## config.mk

```make
export PLATFORM = sky130hd
export DESIGN_NAME = rs_block_encoder
export DESIGN_NICKNAME = d
export VERILOG_FILES = /design/src/rtl/rs_enc_pkg.sv /design/src/rtl/rs_enc_ctrl.sv /design/src/rtl/rs_enc_datapath.sv /design/src/rtl/rs_block_encoder.sv
export SDC_FILE = /design/constraint.sdc
export NUM_CORES = 1
export LEC_CHECK = 0
export ABC_CLOCK_PERIOD_IN_PS = 5300
export BUFFER_PORTS_ARGS = -buffer_cell sky130_fd_sc_hd__buf_4
export CAP_MARGIN = 20
export CORE_UTILIZATION = 30
export CTS_BUF_LIST = sky130_fd_sc_hd__clkbuf_2 sky130_fd_sc_hd__clkbuf_4 sky130_fd_sc_hd__clkbuf_8
export DETAILED_ROUTE_END_ITERATION = 7
export HOLD_SLACK_MARGIN = 0.15
export SYNTH_ARGS = -nofsm -noshare
export SYNTH_HDL_FRONTEND = slang
export SYNTH_SLANG_ARGS = --single-unit
```

## constraint.sdc

```tcl
create_clock -name clk -period 5.3 [get_ports clk]
set_input_delay 0 -clock clk [delete_from_list [all_inputs] [get_ports clk]]
set_output_delay 0 -clock clk [all_outputs]
set_load 0.03 [all_outputs]
```

## src/rtl/rs_enc_pkg.sv

```systemverilog
package rs_enc_pkg;

  typedef enum logic [1:0] {
    PH_IDLE  = 2'd0,
    PH_INFO  = 2'd1,
    PH_CHECK = 2'd2
  } rs_phase_t;

  // Strobes from the controller to the datapath, valid for one edge.
  typedef struct packed {
    logic enable;    // clock enable
    logic clr;       // synchronous clear
    logic startBlk;  // accepted start: parity restarts from zero
    logic absorb;    // information symbol enters the parity register
    logic emit;      // top parity symbol is shifted out
  } rs_strobe_t;

endpackage

```

## src/rtl/rs_enc_ctrl.sv

```systemverilog
module rs_enc_ctrl
  import rs_enc_pkg::*;
#(
  parameter int SYM_W     = 8,
  parameter int NUM_CHECK = 16
) (
  input  logic             clk,
  input  logic             clkEn,
  input  logic             syncClr,
  input  logic             passThru,
  input  logic             newData,
  input  logic             blockStart,
  input  logic [SYM_W-1:0] blockLen,
  output rs_strobe_t       strb,
  output logic             acceptData,
  output logic             acceptStart
);

  localparam int CHK_W = $clog2(NUM_CHECK);
  localparam logic [CHK_W-1:0] LAST_CHK = CHK_W'(NUM_CHECK - 1);
  localparam logic [SYM_W-1:0] CHK_CNT  = SYM_W'(NUM_CHECK);

  rs_phase_t        phase;
  logic [SYM_W-1:0] infoCnt;
  logic [SYM_W-1:0] kBlock;
  logic [CHK_W-1:0] chkCnt;
  logic             takeStart;
  logic             takeInfo;
  logic             takeCheck;
  logic             lastInfo;

  // Priority: enable, clear, bypass, then start/new-data.
  always_comb begin
    takeStart = clkEn && !syncClr && !passThru && newData && blockStart;
    takeInfo  = clkEn && !syncClr && !passThru && newData && !blockStart &&
                (phase == PH_INFO);
    takeCheck = clkEn && !syncClr && !passThru && !(newData && blockStart) &&
                (phase == PH_CHECK);
    lastInfo  = (infoCnt + 1'b1) == kBlock;

    strb.enable   = clkEn;
    strb.clr      = syncClr;
    strb.startBlk = takeStart;
    strb.absorb   = takeStart || takeInfo;
    strb.emit     = takeCheck;

    acceptData  = (phase != PH_CHECK);
    acceptStart = (phase == PH_IDLE);
  end

  always_ff @(posedge clk) begin
    if (clkEn) begin
      if (syncClr) begin
        phase   <= PH_IDLE;
        infoCnt <= '0;
        kBlock  <= '0;
        chkCnt  <= '0;
      end else if (takeStart) begin
        phase   <= PH_INFO;
        kBlock  <= blockLen - CHK_CNT;
        infoCnt <= SYM_W'(1);
        chkCnt  <= '0;
      end else if (takeInfo) begin
        if (lastInfo) begin
          phase  <= PH_CHECK;
          chkCnt <= '0;
        end
        infoCnt <= infoCnt + 1'b1;
      end else if (takeCheck) begin
        if (chkCnt == LAST_CHK) phase <= PH_IDLE;
        chkCnt <= chkCnt + 1'b1;
      end
    end
  end

  assert_hold_R1: assert property (@(posedge clk) disable iff (syncClr)
    !clkEn |=> $stable(phase) && $stable(infoCnt) && $stable(chkCnt));

  assert_clear_idle_R2: assert property (@(posedge clk)
    (clkEn && syncClr) |=> (acceptStart && acceptData));

  assert_start_taken_R5: assert property (@(posedge clk) disable iff (syncClr)
    (clkEn && newData && blockStart && !passThru) |=> !acceptStart);

  assert_rfd_drop_R11: assert property (@(posedge clk) disable iff (syncClr)
    (takeInfo && lastInfo) |=> !acceptData);

endmodule

```

## src/rtl/rs_enc_datapath.sv

```systemverilog
module rs_enc_datapath
  import rs_enc_pkg::*;
#(
  parameter int SYM_W      = 8,
  parameter int FIELD_POLY = 285,
  parameter int GEN_START  = 0,
  parameter int ROOT_STEP  = 1,
  parameter int NUM_CHECK  = 16
) (
  input  logic             clk,
  input  rs_strobe_t       strb,
  input  logic [SYM_W-1:0] dataIn,
  output logic [SYM_W-1:0] dataOut,
  output logic             symIsInfo,
  output logic             symValid
);

  localparam int PIPE_DEPTH  = 3;
  localparam int FIELD_ORDER = (1 << SYM_W) - 1;

  typedef logic [SYM_W-1:0] sym_t;

  function automatic sym_t gfMul(sym_t a, sym_t b);
    sym_t acc = '0;
    sym_t sh  = a;
    for (int i = 0; i < SYM_W; i++) begin
      if (b[i]) acc ^= sh;
      sh = {sh[SYM_W-2:0], 1'b0} ^ (sh[SYM_W-1] ? sym_t'(FIELD_POLY) : '0);
    end
    return acc;
  endfunction

  function automatic sym_t alphaPow(int e);
    sym_t res = sym_t'(1);
    sym_t sq  = sym_t'(2);
    for (int i = 0; i < SYM_W; i++) begin
      if (((e >> i) & 1) == 1) res = gfMul(res, sq);
      sq = gfMul(sq, sq);
    end
    return res;
  endfunction

  // Low NUM_CHECK coefficients of the monic generator polynomial.
  function automatic logic [NUM_CHECK-1:0][SYM_W-1:0] genCoeffs();
    sym_t g [NUM_CHECK+1];
    sym_t root;
    logic [NUM_CHECK-1:0][SYM_W-1:0] res;
    for (int j = 0; j <= NUM_CHECK; j++) g[j] = (j == 0) ? sym_t'(1) : '0;
    for (int i = 0; i < NUM_CHECK; i++) begin
      root = alphaPow((ROOT_STEP * (GEN_START + i)) % FIELD_ORDER);
      for (int j = NUM_CHECK; j > 0; j--) g[j] = g[j-1] ^ gfMul(g[j], root);
      g[0] = gfMul(g[0], root);
    end
    for (int j = 0; j < NUM_CHECK; j++) res[j] = g[j];
    return res;
  endfunction

  localparam logic [NUM_CHECK-1:0][SYM_W-1:0] GEN = genCoeffs();

  sym_t                  par     [NUM_CHECK];
  sym_t                  parNext [NUM_CHECK];
  sym_t                  feedback;
  sym_t                  pipeData [PIPE_DEPTH];
  logic [PIPE_DEPTH-1:0] pipeInfo;
  logic [PIPE_DEPTH-1:0] pipeRdy;

  assign feedback = dataIn ^ (strb.startBlk ? '0 : par[NUM_CHECK-1]);

  for (genvar gi = 0; gi < NUM_CHECK; gi++) begin : g_stage
    if (gi == 0) begin : g_first
      always_comb begin
        if (strb.absorb)    parNext[gi] = gfMul(feedback, GEN[gi]);
        else if (strb.emit) parNext[gi] = '0;
        else                parNext[gi] = par[gi];
      end
    end else begin : g_rest
      always_comb begin
        if (strb.absorb)
          parNext[gi] = (strb.startBlk ? '0 : par[gi-1]) ^ gfMul(feedback, GEN[gi]);
        else if (strb.emit)
          parNext[gi] = par[gi-1];
        else
          parNext[gi] = par[gi];
      end
    end
  end

  always_ff @(posedge clk) begin
    if (strb.enable) begin
      if (strb.clr) begin
        for (int i = 0; i < NUM_CHECK; i++) par[i] <= '0;
        for (int i = 0; i < PIPE_DEPTH; i++) pipeData[i] <= '0;
        pipeInfo <= '1;
        pipeRdy  <= '0;
      end else begin
        for (int i = 0; i < NUM_CHECK; i++) par[i] <= parNext[i];
        pipeData[0] <= strb.emit ? par[NUM_CHECK-1] : dataIn;
        pipeInfo[0] <= !strb.emit;
        pipeRdy[0]  <= strb.emit || strb.absorb;
        for (int i = 1; i < PIPE_DEPTH; i++) begin
          pipeData[i] <= pipeData[i-1];
          pipeInfo[i] <= pipeInfo[i-1];
          pipeRdy[i]  <= pipeRdy[i-1];
        end
      end
    end
  end

  assign dataOut   = pipeData[PIPE_DEPTH-1];
  assign symIsInfo = pipeInfo[PIPE_DEPTH-1];
  assign symValid  = pipeRdy[PIPE_DEPTH-1];

  assert_out_frozen_R1: assert property (@(posedge clk) disable iff (strb.clr)
    !strb.enable |=> $stable(dataOut) && $stable(symIsInfo) && $stable(symValid));

  assert_parity_untouched_R3: assert property (@(posedge clk) disable iff (strb.clr)
    (strb.enable && !strb.absorb && !strb.emit) |=>
      $stable(par[0]) && $stable(par[NUM_CHECK-1]));

endmodule

```

## src/rtl/rs_block_encoder.sv

```systemverilog
module rs_block_encoder
  import rs_enc_pkg::*;
#(
  parameter int SYM_W      = 8,
  parameter int FIELD_POLY = 285,
  parameter int GEN_START  = 0,
  parameter int ROOT_STEP  = 1,
  parameter int NUM_CHECK  = 16
) (
  input  logic             clk,
  input  logic             clkEn,
  input  logic             syncClr,
  input  logic             passThru,
  input  logic             newData,
  input  logic             blockStart,
  input  logic [SYM_W-1:0] blockLen,
  input  logic [SYM_W-1:0] dataIn,
  output logic [SYM_W-1:0] dataOut,
  output logic             symIsInfo,
  output logic             symValid,
  output logic             acceptData,
  output logic             acceptStart
);

  rs_strobe_t strb;

  rs_enc_ctrl #(
    .SYM_W     (SYM_W),
    .NUM_CHECK (NUM_CHECK)
  ) u_ctrl (
    .clk         (clk),
    .clkEn       (clkEn),
    .syncClr     (syncClr),
    .passThru    (passThru),
    .newData     (newData),
    .blockStart  (blockStart),
    .blockLen    (blockLen),
    .strb        (strb),
    .acceptData  (acceptData),
    .acceptStart (acceptStart)
  );

  rs_enc_datapath #(
    .SYM_W      (SYM_W),
    .FIELD_POLY (FIELD_POLY),
    .GEN_START  (GEN_START),
    .ROOT_STEP  (ROOT_STEP),
    .NUM_CHECK  (NUM_CHECK)
  ) u_datapath (
    .clk       (clk),
    .strb      (strb),
    .dataIn    (dataIn),
    .dataOut   (dataOut),
    .symIsInfo (symIsInfo),
    .symValid  (symValid)
  );

endmodule

```

== Word level (Yosys, flattened, before mapping) ==
Memories as Yosys holds them, arrays and structs flattened.
Cells that the tools add are included.
Widths: inputs -> output; s select.

* Memory bits (writable): 152
* Bits in registers: 28
* Word-level logic and storage cells: 245
* Memories: 2

{| class="wikitable"
|+ Memory list
! memory !! words !! width !! read ports !! clocked after Yosys merged registers in !! wr ports !! line !! RTL
|-
| u_datapath.par || 16 || 8 || 16 || 0 || 16 || rs_enc_datapath.sv:60 || <nowiki>sym_t par [NUM_CHECK];</nowiki>
|-
| u_datapath.pipeData || 3 || 8 || 3 || 0 || 3 || rs_enc_datapath.sv:63 || <nowiki>sym_t pipeData [PIPE_DEPTH];</nowiki>
|}

* Bitwise operators: 73
* Add/sub/neg operators: 3
* Reduce and logical (&&, ||, !) cells: 26
* Equal/unequal tests: 6
* Multiplexer cells: 127

{| class="wikitable"
|+ Operator list
! operator !! number
|-
| $mux 8 || 105
|-
| $xor 8x8->8 || 51
|-
| $mux 5 || 7
|-
| $xor 8x5->8 || 3
|-
| $or 1x1->1 || 19
|-
| $mux 4 || 3
|-
| $logic_and 1x1->1 || 9
|-
| $add 8x1->8 const B || 1
|-
| $eq 8x8->1 || 1
|-
| $mux 1 || 8
|-
| $mux 2 || 4
|-
| $reduce_bool 4->1 || 2
|-
| $sub 8x5->8 const B || 1
|-
| $logic_not 1->1 || 5
|-
| $add 4x1->4 const B || 1
|-
| $eq 4x4->1 const B || 1
|-
| $ne 4x3->1 const B || 1
|-
| $reduce_and 2->1 || 2
|-
| $reduce_and 4->1 || 1
|-
| $reduce_and 3->1 || 1
|-
| $reduce_bool 3->1 || 1
|-
| $eq 2x1->1 const B || 1
|-
| $eq 2x2->1 const B || 1
|-
| $logic_not 2->1 || 1
|-
| other kinds (4) || 5
|}

== Logic depth before layout (Yosys ltp) ==
Gate-level depths: netlist of the first run.

* Depth after elaboration: 26
* Gate-level depth with buffers: 12
* Mapped depth without buffers: 8

== Cells and area by module ==
A second synthesis of the first run with hierarchy kept.

* Cells, all modules: 1131
* Area, all modules: 11656.2 um2

{| class="wikitable"
|+ By module, submodules not included
! module !! cells an instance !! area an instance (um2) !! seq. area each (um2) !! instances
|-
| rs_enc_datapath || 1016 || 10349.9 || 4744.6 || 1
|-
| rs_enc_ctrl || 115 || 1306.3 || 660.6 || 1
|}

== Least setup slack after synthesis of the first run ==
Ideal clock, no wire load.

* Path kind: reg2reg
* From: reg, netlist name u_ctrl.phase[0]
* To: mem u_datapath.par[0][0] in the netlist's numbering (enable)
* Cell stages (with the launch flop): 6
* Setup time: 441 ps
* Data arrival time: 3538 ps
* Data required time: 4859 ps
* Setup slack: 1321 ps
* Path through: edfxtp_1 -> nand2b_1 -> or4b_2 -> clkbuf_1 -> buf_1 -> nand2_1

{| class="wikitable"
|+ RTL lines
! item !! line
|-
| end: declaration || rs_enc_datapath.sv:60
|}

==> results of run 1 <==
==> routing by layer <==
layer	vias up	wire, um
met1	4168	14200
met4	0	945
met5	-	0
met3	43	2150
li1	3984	-
met2	276	14800
==> critical path: stages <==
cell and delay [ns]:
dlygate4sd3_1 0.53, buf_4 0.39, nor4bb_4 0.72, nand2_4 0.18
inv_1 0.45, buf_4 0.40, nor2_1 0.10, xnor2_1 0.58
xnor2_1 0.25, o2111ai_1 0.23, nand2_1 0.07
==> state kept, by name, indices dropped and copies added (netlist names) <==
register	count
u_datapath.pipeData	24
u_datapath.par	128
u_ctrl.phase	2
u_datapath.pipeRdy	3
u_datapath.pipeInfo	3
u_ctrl.kBlock	8
u_ctrl.infoCnt	8
u_ctrl.chkCnt	4
==> worst max path at each step <==
stage               slack [ns]                    to       startpoint  cells after the start
floorplan                 1.32  u_datapath.par[0][0]  u_ctrl.phase[0]                      5
global placement          1.73  u_datapath.par[7][0]            clkEn                     10
detailed placement        1.71  u_datapath.par[7][0]            clkEn                     10
CTS                       1.66  u_datapath.par[7][0]            clkEn                     11
global route              1.40  u_datapath.par[7][0]            clkEn                     11
finish                    1.60  u_datapath.par[7][0]            clkEn                     11
==> power breakdown <==
group,internal [mW],switching (mW)
sequential,1.66,0.0504
clock,0.402,0.596
combinational,0.564,0.778
total,2.63,1.42
==> layout make-up <==
| cell class | instances | area, um^2 |
|---|---|---|
| fillers | 4033 | 26300 |
| multi-input cells | 921 | 6370 |
| flip-flops and latches | 180 | 5410 |
| well taps | 525 | 657 |
| repair buffers | 74 | 638 |
| clock buffers | 18 | 241 |
| clock inverters | 14 | 165 |
| inverters | 8 | 30.0 |
| diodes | 1 | 2.50 |
==> per-stage QoR <==
stage | cell area [um^2] | setup WS, ns
after floorplan | 12100 | 1.32
after detailed placement | 12800 | 1.71
after CTS | 13500 | 1.66
final | 13500 | 1.60
after global placement | 12800 | 1.73
after global routing | 13500 | 1.40
==> cell families (layout without fill, tap and decap cells) <==
group           Yosys count  after routing  synth area share (%)
flops                   180            180                  44.5
fa+ha+maj                 3              3                 0.309
mux                      21             21                  1.74
other cells               0              1                     0
simple gates            422            422                  14.4
compound gates          127            127                  6.53
buf+inv                  96            114                  3.54
xor+xnor                348            348                  28.9
==> placed cells by master (no fill, tap or decap), drive strengths merged, types with 18 or more instances in the layout <==
cell / Yosys / final
a21oi: 50 / 50
and2: 28 / 28
buf: 36 / 46
clkbuf: 52 / 18
dlygate4sd3: 0 / 28
edfxtp: 180 / 180
mux2i: 20 / 20
nand2: 152 / 152
nor2: 198 / 198
o21ai: 24 / 24
xnor2: 189 / 189
xnor3: 26 / 26
xor2: 132 / 132
==> key figures, run 1 <==
Logic synthesis
  • Most instantiated library cell after synthesis: nor2_1
  • Synthesized area: around 12000 um^2
  • Number of library cell types mapped by synthesis: 49
  • Synth top area share: between 40 and 50%
  • Dominant synthesized flop cell: edfxtp_1
  • Top post-synthesis cells by area: edfxtp_1 44%, xnor2_1 13%, xor2_1 9.0%
  • Sequential area share after synthesis: ~44%
  • Avg Cell Area, Syn: a little over 10 um^2
  • Syn_nets: roughly 1200
  • Post-synth top area cell: edfxtp_1
  • Fraction of registers with async set/reset: 0%
  • Post-synth EDFFs: 180
  • Post-synth top cells: 197 x nor2_1, 185 x xnor2_1, 180 x edfxtp_1, 151 x nand2_1, 125 x xor2_1
  • Gate Count Post-Synth: about 1200
  • Synth warnings: 0
  • Number of synthesized register bits: 180

Final layout
  • Nets: between 1000 and 1500
  • Final Core Density: between 30% and 40%
  • Layout cell share with drive strength beyond 1: under 10%
  • Non-Filler Instances: 1741
  • Area grow syn2layout: 11.2%

Floorplanning
  • Boundary Pins: 34
  • FP Rows: 73
  • Initial core utilization: just over 30%
  • Core ar.: approximately 40000 um^2
  • Die Y: 203 um
  • Die Span X: 203 um
  • Die ar.: approximately 41000 um^2

Setup path
  • Worst R2R Path Depth: 7
  • Data required, critical path: 5.54 ns
  • Crit Path Max Fanout: 38
  • WS Path Type: in2reg
  • Crit start category: input pin
  • Crit. End Element: flop
  • R2r endpoint: u_datapath.par[9][2]
  • Worst path arrival time: around 4 ns
  • R2r setup slk: ~1.8 ns
  • Launching point of the worst reg2reg path: u_datapath.par[15][5]

Clock tree
  • CTS Buf Count: 17
  • CTS tree: done
  • Root Buffer: clkbuf_8
  • Clock sink count: between 150 and 200
  • PostCTS Resize Cnt: 0
  • Post-CTS setup buffer count: 0
  • Max H-tree Level: 4
  • Clock buffer depth: 2
  • Skew-Pair Late Insertion Delay: 0.48 ns
  • Hold_buf cts: 28
  • Clock-pin slew of the registers on the worst-case setup and hold paths: around 0.11 ns

Placed design
  • IO buf count: 33
  • Dpl hpwl: between 20000 and 25000 um
  • Placed instance count: ~1700
  • RePlAce Congestion: approximately 0.87

Route
  • Detailed Route Iter0 Violations: 738
  • Post-route ant nets: 0
  • Routed wire per std cell: 18.4 um
  • Vias: 8471
  • Routed WL: ~32000 um
  • Routed vias/inst: around 5
  • First-pass DRT Iterations: 5
  • DRC violations left: 0

STA
  • Max Clk Rate: between 200 and 300 MHz
  • Final count of hold timing violations: 0
  • Fin crit period: 3.70 ns
  • Period Utilization, post-route: 69.9%
  • Max-slew headroom: roughly 31%
  • Worst hold margin: 0.193 ns
  • Final setup viols: 0
  • Worst slew pin tran: slightly above 1 ns
  • Worst clock skew: between 0.01 and 0.015 ns
  • Slew Limit Fails: 0
  • RSZ-0062 raised after global routing: false
  • Post-route setup TNS: 0 ns

Run
  • MaxCap Viol Count: 0

Run status
  • Status: complete, no violations

Min path
  • End of the worst hold path: u_ctrl.infoCnt[0]
  • Worst Hold Depth: 3
  • Hold path start: blockStart
  • HP Class: in2reg

GRT
  • Congestion Overflow GR: 0
  • GR Util met3: approximately 3.3%
  • Number of global-route vias before repair: 8168
  • First-pass GRT wire length: a little under 50000 um
  • Grt met1 use: 21.2%
  • Met2 usage: between 20% and 30%
  • Pin count of the biggest net entering global routing: 88
  • Initial antenna violation count: 1
  • Gr busiest metal: met2
  • GRT Overall Usage: roughly 16%

Pwr
  • Power per cell area: 300 nW/um^2
  • Total power: roughly 4 mW
  • Leak Pwr: about 5.2 nW
  • VDD IR max: roughly 0.18 mV
No activity file was read; power rests on OpenSTA's default activity.
==> run 2, diff against run 1 <==
Settings changed: ABC_CLOCK_PERIOD_IN_PS 5300 to 3500.
Clock period 5.3 ns to 3.5 ns, I/O delays scaled along.
==> key figures, run 2 (same netlist as run 1, synthesis figures left out) <==
Route
  • Routed wire per std cell: about 18 um
  • Routed vias/inst: roughly 4.8
  • Post-route ant nets: 0
  • DRC violations left: 0
  • Detailed Route Iter0 Violations: 840
  • First-pass DRT Iterations: 5
  • Vias: 8585
  • Routed WL: 32500 um

Run status
  • Status: complete, no violations

Setup path
  • Crit. End Element: flop
  • Crit start category: flop
  • WS Path Type: reg2reg
  • Data required, critical path: about 3.7 ns
  • Crit Path Max Fanout: 13
  • Worst path arrival time: 3.36 ns

GRT
  • Number of global-route vias before repair: approximately 8400
  • Initial antenna violation count: 0
  • GRT Overall Usage: 15.9%
  • Congestion Overflow GR: 0
  • First-pass GRT wire length: around 50000 um
  • Pin count of the biggest net entering global routing: between 70 and 80

Floorplanning
  • Boundary Pins: 34
  • FP Rows: 73
  • Die ar.: slightly above 40000 um^2
  • Die Span X: 203 um
  • Core ar.: 39800 um^2
  • Die Y: 203 um
  • Initial core utilization: between 30% and 40%

STA
  • Worst clock skew: 0.0220 ns
  • Fin crit period: between 3 and 4 ns
  • Worst setup margin: 0.352 ns
  • Max Clk Rate: roughly 320 MHz
  • Slew Limit Fails: 0
  • Worst slew pin tran: a little over 0.9 ns
  • Final count of hold timing violations: 0
  • Worst hold margin: just over 0.2 ns
  • RSZ-0062 raised after global routing: false
  • Max-slew headroom: about two fifths
  • Period Utilization, post-route: about nine tenths
  • Final setup viols: 0
  • Post-route setup TNS: 0 ns

Final layout
  • Area grow syn2layout: 13.8%
  • Layout cell share with drive strength beyond 1: about 11%
  • Top Registers: u_datapath.par: 128 flops, u_datapath.pipeData: 24 flops
  • Seq. cell area: roughly 5400 um^2
  • Area occupied by multi-input gates: approximately 6400 um^2
  • Non-Filler Instances: 1773
  • Most frequent cells in the layout: 197 x nor2_1, 185 x xnor2_1, 180 x edfxtp_1, 149 x nand2_1, 125 x xor2_1
  • Largest Register: u_datapath.par
  • Nets: around 1300
  • Final Cell Area: around 14000 um^2
  • Most common cell after layout, fill and taps aside: nor2_1
  • Max FFs per register: between 100 and 150
  • Final Core Density: between 30% and 40%
  • Fillers: around 4000

Clock tree
  • Clock buffer depth: 2
  • Root Buffer: clkbuf_8
  • CTS tree: done
  • CTS Buf Count: 17
  • Clock sink count: 180
  • Clock-pin slew of the registers on the worst-case setup and hold paths: between 0.1 and 0.15 ns
  • Max H-tree Level: 4
  • Skew-Pair Late Insertion Delay: about 0.5 ns

Pwr
  • Power per cell area: around 460 nW/um^2
  • Leak Pwr: between 5 and 6 nW
  • VDD IR max: around 0.23 mV
  • Total power: roughly 6.4 mW

Placed design
  • Dpl hpwl: 22200 um
  • IO buf count: 33
  • Setup slack at placement: roughly 0.39 ns
  • Area after DPL: around 13000 um^2
  • Placed instance count: 1712
  • RePlAce Congestion: roughly 0.9

Run
  • MaxCap Viol Count: 0

Min path
  • HP Class: in2reg
run 2: cell count changes in the layout (fill, tap and decap cells not counted):
cell        delta
clkinv_4       +2
buf_4         +29
bufinv_16      +1
inv_6          -1
clkinv_8       +1
clkbuf_4       -1
inv_8          +1
clkinvlp_4     -3
buf_12         +3
run 2: worst paths after layout:
kind | from | to | slack [ns] | cells past startpoint
max | u_datapath.par[15][2] | u_datapath.par[9][4] | 0.35 | 7
min | dataIn[5] | u_datapath.pipeData[0][5] | 0.20 | 3
max reg2reg | u_datapath.par[15][2] | u_datapath.par[9][4] | 0.35 | 7
min reg2reg | u_datapath.pipeData[0][3] | u_datapath.pipeData[0][11] | 0.52 | 1
run 2: repair_timing:
action,4_1_cts,5_1_grt
hold buffers,28,0
setup buffers,0,0
hold endpoints to repair,51,0
resized for setup,0,0
run 2: worst max-delay path, stage by stage, from the launching register on:
cell and delay (ns):
edfxtp_1 0.96, xor2_1 0.55, xnor3_1 0.32, nand2_1 0.06, xnor2_1 0.49, mux2i_1 0.28, xnor2_1 0.14, nor2_1 0.06
run 2: per-layer routing:
layer,GRT usage [%],part of all wire (%),vias up
met2,24.5,45,273
met1,22.6,47,4231
li1,-,-,4040
met3,2.51,5.6,41
met4,5.64,2.8,0
met5,0,0,-
run 2: power breakdown:
part           internal, mW  total [mW]  switching (mW)  leakage, nW
registers              2.52        2.59          0.0674         1.75
logic                 0.926        2.14            1.22         3.45
clock network         0.684        1.63           0.945        0.223
run 2: cell type report:
type,instances,area share (%)
multi-input combinational,921,46.1
timing repair buffer,106,6.63
tap,525,4.75
clock inverter,15,1.51
sequential,180,39.1
inverter,8,0.217
antenna,1,0.0181
clock buffer,17,1.69
